[src/rtl/wdg_scaled_pkg.sv]
package wdg_scaled_pkg;
    localparam int SEL_W   = 3;
    localparam int NUM_SEL = 1 << SEL_W;

    typedef logic [SEL_W-1:0] sel_t;

    localparam sel_t SEL_OFF   = sel_t'(0);
    localparam sel_t SEL_RESET = sel_t'(3);
endpackage

[src/rtl/wdg_scaled_regs.sv]
module wdg_scaled_regs
    import wdg_scaled_pkg::*;
#(
    parameter int ADDR_W     = 2,
    parameter int DATA_W     = 8,
    parameter int ADDR_SCALE = 0,
    parameter int ADDR_KICK  = 1,
    parameter int PING_BIT   = 0
) (
    input  logic              clk,
    input  logic              rst_n,
    input  logic              wr_en,
    input  logic [ADDR_W-1:0] addr,
    input  logic [DATA_W-1:0] wr_data,
    output sel_t              sel_o,
    output logic              ping_o,
    output logic              sel_change_o,
    output logic [DATA_W-1:0] rd_data_o
);
    localparam logic [ADDR_W-1:0] A_SCALE = ADDR_W'(ADDR_SCALE);
    localparam logic [ADDR_W-1:0] A_KICK  = ADDR_W'(ADDR_KICK);

    typedef struct packed {
        sel_t sel;
    } regs_t;

    regs_t regs_d, regs_q;
    logic  hit_scale, hit_kick;
    logic  unused_hi;

    assign hit_scale = wr_en && (addr == A_SCALE);
    assign hit_kick  = wr_en && (addr == A_KICK);
    assign unused_hi = ^wr_data;

    always_comb begin
        regs_d = regs_q;
        if (hit_scale) begin
            regs_d.sel = wr_data[SEL_W-1:0];
        end
    end

    always_ff @(posedge clk or negedge rst_n) begin
        if (!rst_n) begin
            regs_q.sel <= SEL_RESET;
        end else begin
            regs_q <= regs_d;
        end
    end

    always_comb begin
        rd_data_o = '0;
        if (addr == A_SCALE) begin
            rd_data_o[SEL_W-1:0] = regs_q.sel;
        end
    end

    assign sel_o        = regs_q.sel;
    assign ping_o       = hit_kick && wr_data[PING_BIT];
    assign sel_change_o = hit_scale && (wr_data[SEL_W-1:0] != regs_q.sel);

    // without a write strobe the scale never moves
    assert_scale_hold_R10: assert property (@(posedge clk) disable iff (!rst_n)
        !wr_en |=> $stable(sel_o));
endmodule

[src/rtl/wdg_scaled_lut.sv]
module wdg_scaled_lut
    import wdg_scaled_pkg::*;
#(
    parameter int BASE_TICKS = 2048,
    parameter int CNT_W      = 18
) (
    input  sel_t             sel,
    output logic [CNT_W-1:0] limit_o
);
    logic [CNT_W-1:0] tbl [NUM_SEL];

    for (genvar c = 0; c < NUM_SEL; c++) begin : g_row
        if (c == 0) begin : g_off
            assign tbl[c] = '0;
        end else begin : g_on
            assign tbl[c] = CNT_W'(BASE_TICKS) << (c - 1);
        end
    end

    assign limit_o = tbl[sel];
endmodule

[src/rtl/wdg_scaled_core.sv]
module wdg_scaled_core
    import wdg_scaled_pkg::*;
#(
    parameter int CNT_W = 18
) (
    input  logic             clk,
    input  logic             rst_n,
    input  logic             tick,
    input  sel_t             sel,
    input  logic [CNT_W-1:0] limit,
    input  logic             ping,
    input  logic             sel_change,
    output logic             expired_o
);
    typedef struct packed {
        logic [CNT_W-1:0] elapsed;
        logic             expired;
    } core_t;

    core_t core_d, core_q;
    logic  enabled;
    logic  restart;

    assign enabled = (sel != SEL_OFF);
    assign restart = sel_change || (ping && enabled);

    always_comb begin
        core_d = core_q;
        if (!core_q.expired) begin
            if (!enabled || restart) begin
                core_d.elapsed = '0;
            end else if (tick) begin
                core_d.elapsed = core_q.elapsed + 1'b1;
                if ((core_q.elapsed + 1'b1) >= limit) begin
                    core_d.expired = 1'b1;
                end
            end
        end
    end

    always_ff @(posedge clk or negedge rst_n) begin
        if (!rst_n) begin
            core_q <= '0;
        end else begin
            core_q <= core_d;
        end
    end

    assign expired_o = core_q.expired;

    assert_sticky_R8: assert property (@(posedge clk) disable iff (!rst_n)
        core_q.expired |=> core_q.expired);

    assert_idle_off_R2: assert property (@(posedge clk) disable iff (!rst_n)
        (sel == SEL_OFF && !core_q.expired) |=> (core_q.elapsed == '0 && !core_q.expired));

    assert_in_window_R3: assert property (@(posedge clk) disable iff (!rst_n)
        (enabled && !core_q.expired) |-> (core_q.elapsed < limit));

    assert_ping_clear_R4: assert property (@(posedge clk) disable iff (!rst_n)
        (ping && enabled && !core_q.expired) |=> (core_q.elapsed == '0 && !core_q.expired));

    assert_change_restart_R7: assert property (@(posedge clk) disable iff (!rst_n)
        (sel_change && !core_q.expired) |=> (core_q.elapsed == '0));

    assert_tick_only_R9: assert property (@(posedge clk) disable iff (!rst_n)
        (!tick && !core_q.expired) |=> !core_q.expired);
endmodule

[src/rtl/wdg_scaled_top.sv]
module wdg_scaled_top
    import wdg_scaled_pkg::*;
#(
    parameter int BASE_TICKS = 2048,
    parameter int ADDR_W     = 2,
    parameter int DATA_W     = 8
) (
    input  logic              clk,
    input  logic              rst_n,
    input  logic              tick_i,
    input  logic              wr_en_i,
    input  logic [ADDR_W-1:0] addr_i,
    input  logic [DATA_W-1:0] wr_data_i,
    output logic [DATA_W-1:0] rd_data_o,
    output logic              rst_req_o
);
    localparam int MAX_LIMIT = BASE_TICKS * (1 << (NUM_SEL - 2));
    localparam int CNT_W     = $clog2(MAX_LIMIT) + 1;

    sel_t             sel;
    logic             ping;
    logic             sel_change;
    logic [CNT_W-1:0] limit;

    wdg_scaled_regs #(
        .ADDR_W     (ADDR_W),
        .DATA_W     (DATA_W),
        .ADDR_SCALE (0),
        .ADDR_KICK  (1),
        .PING_BIT   (0)
    ) u_regs (
        .clk          (clk),
        .rst_n        (rst_n),
        .wr_en        (wr_en_i),
        .addr         (addr_i),
        .wr_data      (wr_data_i),
        .sel_o        (sel),
        .ping_o       (ping),
        .sel_change_o (sel_change),
        .rd_data_o    (rd_data_o)
    );

    wdg_scaled_lut #(
        .BASE_TICKS (BASE_TICKS),
        .CNT_W      (CNT_W)
    ) u_lut (
        .sel     (sel),
        .limit_o (limit)
    );

    wdg_scaled_core #(
        .CNT_W (CNT_W)
    ) u_core (
        .clk        (clk),
        .rst_n      (rst_n),
        .tick       (tick_i),
        .sel        (sel),
        .limit      (limit),
        .ping       (ping),
        .sel_change (sel_change),
        .expired_o  (rst_req_o)
    );

    // the request only rises on an edge that sampled a tick
    assert_rise_on_tick_R3: assert property (@(posedge clk) disable iff (!rst_n)
        $rose(rst_req_o) |-> $past(tick_i));
endmodule

[config.mk]
export PLATFORM = sky130hd
export DESIGN_NAME = wdg_scaled_top
export DESIGN_NICKNAME = d
export VERILOG_FILES = /design/src/rtl/wdg_scaled_pkg.sv /design/src/rtl/wdg_scaled_regs.sv /design/src/rtl/wdg_scaled_lut.sv /design/src/rtl/wdg_scaled_core.sv /design/src/rtl/wdg_scaled_top.sv
export SDC_FILE = /design/constraint.sdc
export NUM_CORES = 1
export LEC_CHECK = 0
export BUFFER_PORTS_ARGS = -buffer_cell sky130_fd_sc_hd__buf_2
export CAP_MARGIN = 20
export CELL_PAD_IN_SITES_DETAIL_PLACEMENT = 1
export CELL_PAD_IN_SITES_GLOBAL_PLACEMENT = 1
export CORE_ASPECT_RATIO = 1.4
export CORE_MARGIN = 2
export CORE_UTILIZATION = 48
export CTS_CLUSTER_DIAMETER = 100
export DETAILED_ROUTE_END_ITERATION = 6
export GPL_ROUTABILITY_DRIVEN = 1
export PLACE_DENSITY = 0.9
export SLEW_MARGIN = 20
export SYNTH_ARGS = -nofsm -noshare
export SYNTH_HDL_FRONTEND = slang
export SYNTH_SLANG_ARGS = --single-unit
[constraint.sdc]
create_clock -name clk -period 7.79 [get_ports clk]
set_clock_uncertainty 0.2 [all_clocks]
set_input_delay 1.1685 -clock clk [delete_from_list [all_inputs] [get_ports clk]]
set_output_delay 1.1685 -clock clk [all_outputs]
set_load 0.05 [all_outputs]
==> results of run 1 <==
==> final cells by class <==
class | instances | area, um^2 | area share
clock buffers | 4 | 55.1 | 0.0285
inverters | 5 | 18.8 | 0.00971
multi-input cells | 167 | 1170 | 0.606
flip-flops and latches | 22 | 553 | 0.286
well taps | 42 | 52.6 | 0.0272
repair buffers | 15 | 82.6 | 0.0427
==> sequential cells by signal, summed over array words and instances, names as in the netlist <==
signal / count
u_regs.sel_o: 3
u_core.expired_o: 1
u_core.core_q: 18
==> critical path, cell delays in order <==
cell and delay, ns:
sky130_fd_sc_hd__buf_2 0.11, sky130_fd_sc_hd__nor2_1 0.14, sky130_fd_sc_hd__and2_1 0.15, sky130_fd_sc_hd__buf_2 0.25
==> synthesized netlist by cell type (3+ instances only) <==
library cell               number
sky130_fd_sc_hd__nor4_1         5
sky130_fd_sc_hd__dfrtp_1       20
sky130_fd_sc_hd__and3_1         5
sky130_fd_sc_hd__clkbuf_1       3
sky130_fd_sc_hd__o21ai_0        5
sky130_fd_sc_hd__o22ai_1        3
sky130_fd_sc_hd__nand4_1        8
sky130_fd_sc_hd__nand2b_1       3
sky130_fd_sc_hd__inv_1          5
sky130_fd_sc_hd__buf_4          5
sky130_fd_sc_hd__and2_1         4
sky130_fd_sc_hd__a31oi_1        3
sky130_fd_sc_hd__a21oi_1        8
sky130_fd_sc_hd__a22o_1         9
sky130_fd_sc_hd__buf_6          4
sky130_fd_sc_hd__nand2_1       18
sky130_fd_sc_hd__nand3_1       11
sky130_fd_sc_hd__xnor2_1        5
sky130_fd_sc_hd__nand3b_1       4
sky130_fd_sc_hd__ha_1           9
sky130_fd_sc_hd__buf_2          3
sky130_fd_sc_hd__clkbuf_8       3
sky130_fd_sc_hd__xor2_1         3
sky130_fd_sc_hd__nor3_1         4
sky130_fd_sc_hd__nor2_1        12
sky130_fd_sc_hd__a21o_1         8
==> power groups by stage <==
stage	clock, mW	combinational (mW)	sequential, mW
CTS	0.0884	0.141	0.145
global placement	0	0.136	0.146
detailed placement	0	0.140	0.147
finish	0.0874	0.140	0.145
global route	0.0924	0.153	0.148
floorplan	0	0.111	0.148
==> kinds of logic (layout without fill, tap and decap cells) <==
| group | after synthesis | in the layout | share of synthesized area |
|---|---|---|---|
| buf+inv | 23 | 24 | 0.0902 |
| compound gates | 46 | 46 | 0.174 |
| simple gates | 95 | 95 | 0.315 |
| flops | 22 | 22 | 0.295 |
| other cells | 1 | 5 | 0.00200 |
| mux | 4 | 4 | 0.0254 |
| xor+xnor | 8 | 8 | 0.0374 |
| fa+ha+maj | 9 | 9 | 0.0602 |
==> per-layer routing <==
| layer | share of wire | up-vias |
|---|---|---|
| met2 | 0.56 | 25 |
| met1 | 0.40 | 817 |
| met5 | 0 | - |
| met3 | 0.022 | 7 |
| li1 | - | 775 |
| met4 | 0.018 | 0 |
==> worst paths after layout <==
| path | start | end | slack (ns) | cells past startpoint |
|---|---|---|---|---|
| setup / recovery | addr_i[0] | rd_data_o[0] | 4.60 | 4 |
| hold / removal | u_core.core_q[18]$_DFFE_PN0P_ | u_core.core_q[18]$_DFFE_PN0P_ | 0.36 | 1 |
| setup reg to reg | u_core.core_q[1]$_DFFE_PN0P_ | u_core.expired_o$_DFF_PN0_ | 4.61 | 10 |
| hold reg to reg | u_core.core_q[18]$_DFFE_PN0P_ | u_core.core_q[18]$_DFFE_PN0P_ | 0.36 | 1 |
| max in group asynchronous | rst_n | u_regs.sel_o[1]$_DFFE_PN1P_ | 6.36 | 1 |
| min in group asynchronous | rst_n | u_core.core_q[6]$_DFFE_PN0P_ | 0.66 | 1 |
==> per-stage QoR <==
stage                     utilization  hold slack, ns  setup slack, ns
after CTS                       0.521           0.368             4.59
after detailed placement        0.506           0.349             4.59
after global routing            0.521           0.407             4.40
after floorplan                     -           0.318             4.70
final                           0.521           0.363             4.60
after global placement          0.506           0.339             4.62
==> implementation parameters, run 1 <==
Parameter                              Value

Final layout
  Net count of the finished layout    237
  Most common cell after layout, fill and taps aside    sky130_fd_sc_hd__dfrtp_1
  Synth-to-layout area growth    3.28%
  Share of layout cells above drive strength 1    0.164
  Commonest non-fill, non-tap cells in the layout    sky130_fd_sc_hd__dfrtp_1, sky130_fd_sc_hd__nand2_1, sky130_fd_sc_hd__nor2_1, sky130_fd_sc_hd__buf_2, sky130_fd_sc_hd__nand3_1
  Post-route insts no fill    255
  Filler instances    463
  Final Cell Area    0.00193 mm^2
  Number of diodes added for antenna fixing    0

Routing
  Number of remaining DRC errors    0
  Count of vias placed by the detailed router    1624
  DR pass1 iterations    4
  Detailed-route wire length per cell    18.2 um
  Post-Route WL    4.64 mm
  Violation count after the first detailed-route iteration    69
  DRT antenna net count    0
  Vias per cell    6.37

Clock network
  Clock root cell    sky130_fd_sc_hd__clkbuf_8
  Clk Latency, worst-skew pair    0.27 ns
  Number of levels the H-tree was split into    1
  Post-cts resize count    0
  Clock transition at the registers of the reported paths    0.08 ns
  Number of hold buffers added after cts    0
  Cts bufs inserted    3
  CTS tree    done
  Deepest clock path buffer count    2
  Setup bufs post-CTS    0
  TritonCTS sink count    22

Global route
  Met2 track demand over resource    0.399
  Met1 Track Usage GR    0.270
  Overall routing resource usage    0.225
  Number of global-route vias before repair    1659
  Global-route wire length before repair    7.91 mm
  Antenna violations before repair    0
  Remaining global-route overflow    0
  Met3 Track Usage GR    0.0250
  Largest net degree at the start of global routing    23
  Top Usage Layer GRT    met2

Die
  Core region area    0.00371 mm^2
  Vert. Die Dim    77.9 um
  Horizontal die dimension    56.8 um
  Floorplan die area    0.00442 mm^2
  Rows    26
  Initial Util    0.505
  # IOs    23

STA
  Total Neg Setup Slack    0 ns
  Pins over their slew limit    0
  Transition time at the pin with the least slew margin    0.529 ns
  Setup repair after global routing missed its margin    false
  Endpoints failing setup    0
  Highest attainable clock frequency    314 MHz
  Fraction of the cycle the final worst path needs    0.409
  Worst slew slack as a fraction of its limit    0.648
  Number of failing hold endpoints at the final stage    0
  Clock period minus worst slack    3.19 ns

Worst setup path
  CP required    6.42 ns
  Critical path startpoint category    input pin
  Sort of element at the end of the critical path    output port
  Worst-path fanout max    4
  Critical Path AT    1.82 ns
  Critical path class    in2out

Yosys
  Fraction of post-synthesis cell area in the top cell type by area    0.267
  Leading register cell type out of synthesis    sky130_fd_sc_hd__dfrtp_1
  Post-synthesis cell type with the largest combined area    sky130_fd_sc_hd__dfrtp_1
  #FFs+latches synth    22
  Post-synthesis area per instance    9.00 um^2
  Cell variety after synth    55
  Sequential fraction of the synthesis area    0.295
  Cells after Synth    208
  Post-Synthesis Cell Area    0.00187 mm^2
  Synth area leaders    sky130_fd_sc_hd__dfrtp_1, sky130_fd_sc_hd__ha_1, sky130_fd_sc_hd__a22o_1
  Proportion of synthesized flip-flops having asynchronous set or reset    1.00
  Number of flops mapped to enable cells by yosys    0
  Warning count from the yosys run    0

Place
  Gp weighted congestion    0.815
  Detailed-placement wirelength estimate    3.34 mm
  Cells after DPL    251
  Count of buffers inserted at the top-level ports    12
  Dpl cell area    0.00188 mm^2

Run
  Maximum Capacitance Violations    0

Power
  Power, Total    0.373 mW
  Share of total power consumed by net switching    0.406
  Cell-internal power    0.222 mW
  Standby leakage power    0.877 nW
  Logic gate share of total power    0.376
  Switching power of the nets    0.151 mW
  Sequential share of power    0.390
  Proportion of power drawn by the clock network    0.234
  Total power density per cell area    193 mW/mm^2
  Max rail drop VDD    0.000149 V

Run status
  Result of the run    finished clean

Min path
  Tightest Hold Check Type    reg2reg
Power figures use the tool's default switching activity.
==> run 2: changes to the inputs <==
--- a/config.mk
+++ b/config.mk
@@ -11,11 +11,11 @@
 export CELL_PAD_IN_SITES_GLOBAL_PLACEMENT = 1
 export CORE_ASPECT_RATIO = 1.4
 export CORE_MARGIN = 2
-export CORE_UTILIZATION = 48
+export CORE_UTILIZATION = 44
 export CTS_CLUSTER_DIAMETER = 100
 export DETAILED_ROUTE_END_ITERATION = 6
 export GPL_ROUTABILITY_DRIVEN = 1
-export PLACE_DENSITY = 0.9
+export PLACE_DENSITY = 0.84
 export SLEW_MARGIN = 20
 export SYNTH_ARGS = -nofsm -noshare
 export SYNTH_HDL_FRONTEND = slang
==> constraint.sdc (replaced) <==
create_clock -name clk -period 3.3 [get_ports clk]
set_clock_uncertainty 0.2 [all_clocks]
set_input_delay 0.495 -clock clk [delete_from_list [all_inputs] [get_ports clk]]
set_output_delay 0.495 -clock clk [all_outputs]
set_load 0.05 [all_outputs]
==> run 2 against run 1 <==
The flow now finishes with violations (hold timing); non-clock buffer count is 4 higher; sequential power is 130% higher; first-iteration DRC count is 16% higher; sequential share of layout area is 0.35 points lower; global-route usage is 1.6 points lower; largest power group is now combinational logic; critical path type is now reg2reg.
==> implementation parameters, run 2 (synthesized netlist as in run 1, its figures left out) <==
Parameter                              Value

Final layout
  Number of diodes added for antenna fixing    0 (unchanged)
  Most flops, register    u_core.core_q
  Flip-flop count of the largest register after layout    18 (unchanged)
  Commonest non-fill, non-tap cells in the layout    sky130_fd_sc_hd__dfrtp_1, sky130_fd_sc_hd__nand2_1, sky130_fd_sc_hd__nor2_1, sky130_fd_sc_hd__buf_2, sky130_fd_sc_hd__nand3_1
  Most common cell after layout, fill and taps aside    sky130_fd_sc_hd__dfrtp_1
  Filler instances    514 (+11%)
  Net count of the finished layout    241 (+1.7%)
  Share of layout cells above drive strength 1    0.175 (+0.0108)
  Final core utilization    0.469 (-0.0519)
  Synth-to-layout area growth    4.55%

Clock network
  Number of levels the H-tree was split into    1 (unchanged)
  TritonCTS sink count    22 (unchanged)
  Clk Latency, worst-skew pair    0.27 ns (about the same)
  Setup bufs post-CTS    0 (unchanged)
  Clock root cell    sky130_fd_sc_hd__clkbuf_8
  Cts bufs inserted    3 (unchanged)
  Deepest clock path buffer count    2 (unchanged)
  Post-cts resize count    0 (unchanged)
  Number of hold buffers added after cts    0 (unchanged)
  Clock transition at the registers of the reported paths    0.09 ns (about the same)
  CTS tree    done

Power
  Logic gate share of total power    0.405 (+0.029)
  Sequential share of power    0.387 (-0.003)
  Cell-internal power    0.511 mW (+130%)
  Standby leakage power    0.892 nW (+1.7%)
  Power, Total    0.866 mW (+130%)
  Total power density per cell area    443 mW/mm^2 (+130%)
  Share of total power consumed by net switching    0.410 (+0.00448)
  Switching power of the nets    0.355 mW (+140%)
  Max rail drop VDD    0.000171 V (+15%)
  Proportion of power drawn by the clock network    0.208 (-0.026)

Place
  Gp weighted congestion    0.800 (-1.8%)
  Detailed-placement wirelength estimate    3.42 mm (+2.5%)
  Count of buffers inserted at the top-level ports    12 (unchanged)

Worst setup path
  Critical Path AT    3.08 ns (+1.26 ns)
  CP required    3.29 ns (-3.13 ns)
  Register-to-register path setup slack    0.21 ns (-4.40 ns)
  Sort of element at the end of the critical path    register
  Critical path startpoint category    register
  Worst-path fanout max    6 (+2)
  Critical path class    reg2reg

STA
  Highest attainable clock frequency    324 MHz
  Total Neg Setup Slack    0 ns (unchanged)
  Endpoints failing setup    0 (unchanged)
  Worst slew slack as a fraction of its limit    0.641 (-0.00656)
  Pins over their slew limit    0 (unchanged)
  Clock period minus worst slack    3.09 ns
  Fraction of the cycle the final worst path needs    0.936
  Worst hold margin    -0.00409 ns (-0.367 ns)
  Setup repair after global routing missed its margin    false
  Number of failing hold endpoints at the final stage    4 (+4)
  Transition time at the pin with the least slew margin    0.539 ns (+0.00984 ns)

Routing
  Detailed-route wire length per cell    17.7 um (-2.5%)
  DR pass1 iterations    4 (unchanged)
  Count of vias placed by the detailed router    1612 (-0.74%)
  DRT antenna net count    0 (unchanged)
  Number of remaining DRC errors    0 (unchanged)
  Vias per cell    6.15 (-3.4%)
  Post-Route WL    4.64 mm (+0.17%)
  Violation count after the first detailed-route iteration    80 (+16%)

Die
  Initial Util    0.449 (-0.0557)
  Rows    28 (+7.7%)
  Vert. Die Dim    81.2 um (+4.2%)
  Floorplan die area    0.00480 mm^2 (+8.5%)
  Core region area    0.00417 mm^2 (+12%)
  Horizontal die dimension    59.1 um (+4.1%)
  # IOs    23 (unchanged)

Global route
  Antenna violations before repair    0 (unchanged)
  Number of global-route vias before repair    1605 (-3.3%)
  Largest net degree at the start of global routing    23 (unchanged)
  Remaining global-route overflow    0 (unchanged)
  Overall routing resource usage    0.209 (-0.0157)
  Global-route wire length before repair    7.64 mm (-3.4%)

Min path
  Tightest Hold Check Type    in2async

Run status
  Result of the run    complete, but fails checks
  Violations in the final reports    hold timing

Run
  Maximum Capacitance Violations    0 (unchanged)
run 2: final timing paths:
path,startpoint,endpoint,cells after the start
max,u_core.core_q[2]$_DFFE_PN0P_,u_core.expired_o$_DFF_PN0_,10
min,rst_n,u_core.core_q[6]$_DFFE_PN0P_,1
max reg2reg,u_core.core_q[2]$_DFFE_PN0P_,u_core.expired_o$_DFF_PN0_,10
min reg2reg,u_core.core_q[18]$_DFFE_PN0P_,u_core.core_q[18]$_DFFE_PN0P_,1
max in group asynchronous,rst_n,u_regs.sel_o[1]$_DFFE_PN1P_,1
min in group clk,wr_data_i[0],u_regs.sel_o[0]$_DFFE_PN1P_,2
run 2: per-stage QoR:
stage	cells	hold WS, ns	setup WS (ns)	area (um^2)
after floorplan	212	-0.000591	0.565	1890
after global placement	258	0.309	0.344	1910
after detailed placement	258	0.323	0.265	1910
after CTS	262	0.0245	0.226	1960
after global routing	262	0.0371	0.0132	1960
final	262	-0.00409	0.211	1960
run 2: final cells by class:
cell class | count | area, um^2 | area share
clock buffer | 4 | 45.0 | 0.0230
inverter | 5 | 18.8 | 0.00959
multi-input combinational | 167 | 1170 | 0.598
sequential | 22 | 553 | 0.283
tap | 45 | 56.3 | 0.0288
timing repair buffer | 19 | 113 | 0.0575
run 2: layer usage:
layer,global-route usage,vias up,share of wire
li1,-,786,-
met1,0.231,799,0.41
met5,0,-,0
met2,0.406,23,0.55
met4,0.0727,0,0.015
met3,0.0143,4,0.021
run 2: worst max-delay path: stages, from the launching register on:
cell and delay, ns:
sky130_fd_sc_hd__dfrtp_1 0.43, sky130_fd_sc_hd__ha_1 0.28, sky130_fd_sc_hd__nand3_1 0.24, sky130_fd_sc_hd__nor4_4 0.36, sky130_fd_sc_hd__nand2_1 0.12, sky130_fd_sc_hd__xnor2_1 0.15, sky130_fd_sc_hd__ha_1 0.30, sky130_fd_sc_hd__and3_1 0.17
sky130_fd_sc_hd__nand4_1 0.12, sky130_fd_sc_hd__or4_1 0.50, sky130_fd_sc_hd__a21oi_1 0.15
run 2: power groups by stage:
stage | registers [mW] | clock network (mW) | logic [mW]
floorplan | 0.349 | 0 | 0.262
global placement | 0.338 | 0 | 0.343
detailed placement | 0.339 | 0 | 0.353
CTS | 0.334 | 0.186 | 0.353
finish | 0.335 | 0.180 | 0.351
global route | 0.339 | 0.191 | 0.388
==> run 3: changes to the inputs <==
--- a/config.mk
+++ b/config.mk
@@ -15,6 +15,7 @@
 export CTS_CLUSTER_DIAMETER = 100
 export DETAILED_ROUTE_END_ITERATION = 6
 export GPL_ROUTABILITY_DRIVEN = 1
+export HOLD_SLACK_MARGIN = 0.12
 export PLACE_DENSITY = 0.84
 export SLEW_MARGIN = 20
 export SYNTH_ARGS = -nofsm -noshare
==> run 3 against run 2 <==
The run now ends clean; via count increased by 0.43%; sequential share of layout area decreased by 0.14 points; sequential power about the same; total power is 0.15% lower; die area is the same; global-route usage about the same; first-iteration DRC count unchanged; register-to-register slack is essentially flat; worst hold slack better by 0.29 ns; combinational power is essentially flat; wire length increased by 0.34%.
==> implementation parameters, run 3 (synthesized netlist as in run 1, its figures left out) <==
Parameter                              Value

STA
  Smallest setup slack after layout    0.216 ns (+0.00485 ns)
  Endpoints failing setup    0 (unchanged)
  Total Neg Setup Slack    0 ns (unchanged)
  Pins over their slew limit    0 (unchanged)
  Worst slew slack as a fraction of its limit    0.641 (about the same)
  Highest attainable clock frequency    324 MHz (+0.16%)
  Number of failing hold endpoints at the final stage    0 (-4)
  Transition time at the pin with the least slew margin    0.538 ns (-0.000555 ns)
  Clock period minus worst slack    3.08 ns (-0.00485 ns)
  Fraction of the cycle the final worst path needs    0.935 (-0.00147)
  Setup repair after global routing missed its margin    false

Final layout
  Share of layout cells above drive strength 1    0.174 (-0.000803)
  Most common cell after layout, fill and taps aside    sky130_fd_sc_hd__dfrtp_1
  Filler instances    516 (+0.39%)
  Commonest non-fill, non-tap cells in the layout    sky130_fd_sc_hd__dfrtp_1, sky130_fd_sc_hd__nand2_1, sky130_fd_sc_hd__nor2_1, sky130_fd_sc_hd__buf_2, sky130_fd_sc_hd__nand3_1
  Number of diodes added for antenna fixing    0 (unchanged)
  Flip-flop count of the largest register after layout    18 (unchanged)
  Net count of the finished layout    242 (+0.41%)
  Final Cell Area    0.00197 mm^2 (+0.51%)
  Synth-to-layout area growth    5.08%
  Most flops, register    u_core.core_q

Global route
  Overall routing resource usage    0.209 (+0.000326)
  Number of global-route vias before repair    1608 (+0.19%)
  Antenna violations before repair    0 (unchanged)
  Largest net degree at the start of global routing    23 (unchanged)
  Global-route wire length before repair    7.65 mm (+0.18%)
  Remaining global-route overflow    0 (unchanged)

Die
  Core region area    0.00417 mm^2 (unchanged)
  Floorplan die area    0.00480 mm^2 (unchanged)
  Horizontal die dimension    59.1 um (unchanged)
  # IOs    23 (unchanged)
  Rows    28 (unchanged)
  Vert. Die Dim    81.2 um (unchanged)
  Initial Util    0.449 (unchanged)

Worst setup path
  Sequence of cells on the critical path    ha_1 -> nand3_1 -> nor4_4 -> nand2_1 -> xnor2_1 -> ha_1 -> and3_1 -> nand4_1 -> or4_1 -> a21oi_1
  Critical path startpoint category    register
  Crit path largest cell delay    0.50 ns (about the same)
  Critical path class    reg2reg
  Library cell contributing the largest single delay on the critical path    sky130_fd_sc_hd__or4_1
  Critical Path AT    3.07 ns (about the same)
  Worst-path fanout max    6 (unchanged)
  CP required    3.29 ns (about the same)
  Crit-path most repeated cell    sky130_fd_sc_hd__ha_1
  Sort of element at the end of the critical path    register

Power
  Power, Total    0.865 mW (-0.15%)
  Max rail drop VDD    0.000171 V (about the same)
  Standby leakage power    0.896 nW (+0.47%)
  Total power density per cell area    440 mW/mm^2 (-0.66%)

Clock network
  Post-cts resize count    0 (unchanged)
  Deepest clock path buffer count    2 (unchanged)
  Clock root cell    sky130_fd_sc_hd__clkbuf_8
  CTS tree    done
  Setup bufs post-CTS    0 (unchanged)
  Number of levels the H-tree was split into    1 (unchanged)
  TritonCTS sink count    22 (unchanged)
  Clock transition at the registers of the reported paths    0.08 ns (about the same)
  Cts bufs inserted    3 (unchanged)
  Clk Latency, worst-skew pair    0.27 ns (about the same)

Place
  Detailed-placement wirelength estimate    3.42 mm (unchanged)
  Count of buffers inserted at the top-level ports    12 (unchanged)
  Gp weighted congestion    0.800 (unchanged)
  Setup slack after placement    0.265 ns (unchanged)
  Dpl cell area    0.00191 mm^2 (unchanged)

Run
  Maximum Capacitance Violations    0 (unchanged)

Routing
  DR pass1 iterations    4 (unchanged)
  Number of remaining DRC errors    0 (unchanged)
  Detailed-route wire length per cell    17.7 um (about the same)
  Count of vias placed by the detailed router    1619 (+0.43%)
  Post-Route WL    4.66 mm (+0.34%)
  DRT antenna net count    0 (unchanged)
  Vias per cell    6.16 (about the same)
  Violation count after the first detailed-route iteration    80 (unchanged)

Min path
  Tightest Hold Check Type    in2reg

Run status
  Result of the run    finished clean
[run 3: worst max-delay path, delay by kind of cell, from the launching register on]
family | cells | cell delay, ns
and+or+nand+nor | 6 | 1.51
adders and majority gates | 2 | 0.58
AOI/OAI and AO/OA | 1 | 0.15
DFF | 1 | 0.43
xor gates and xnor gates | 1 | 0.14
[run 3: metal layers]
metal | vias up | GRT usage | wire length (um)
li1 | 786 | - | -
met1 | 808 | 0.232 | 1950
met2 | 21 | 0.406 | 2550
met3 | 4 | 0.0143 | 90
met4 | 0 | 0.0727 | 70
met5 | - | 0 | 0
[run 3: path summary, 6_finish.rpt]
kind	slack, ns	endpoint	start	depth (start not counted)
worst max-delay path	0.22	u_core.expired_o$_DFF_PN0_	u_core.core_q[2]$_DFFE_PN0P_	10
worst min-delay path	0.29	u_regs.sel_o[0]$_DFFE_PN1P_	wr_data_i[0]	2
worst max register to register	0.22	u_core.expired_o$_DFF_PN0_	u_core.core_q[2]$_DFFE_PN0P_	10
worst min register to register	0.36	u_core.core_q[18]$_DFFE_PN0P_	u_core.core_q[18]$_DFFE_PN0P_	1
max in group asynchronous	1.98	u_regs.sel_o[1]$_DFFE_PN1P_	rst_n	2
min in group asynchronous	0.54	u_core.core_q[6]$_DFFE_PN0P_	rst_n	2
[run 3: through the flow]
step / util / hold slack [ns] / std cells
6_report: 0.472 / 0.290 / 263
5_1_grt: 0.472 / 0.301 / 263
4_1_cts: 0.472 / 0.287 / 263
3_5_place_dp: 0.459 / 0.323 / 258
3_3_place_gp: 0.459 / 0.309 / 258
2_1_floorplan: - / -0.000591 / 212
[run 3: layout make-up]
class	instances	area (um^2)	area share
multi-input cells	167	1170	0.595
flip-flops and latches	22	553	0.281
repair buffers	20	123	0.0623
well taps	45	56.3	0.0286
clock buffers	4	45.0	0.0229
inverters	5	18.8	0.00954
[run 3: power breakdown]
group          total (mW)  internal, mW  switching, mW
sequential          0.335         0.299         0.0365
clock               0.179        0.0861         0.0933
combinational       0.350         0.127          0.224
[run 3: what timing repair did]
action,in CTS,in global routing
hold endpoints to repair,20,0
setup endpoints to repair,0,0
hold buffers,1,0
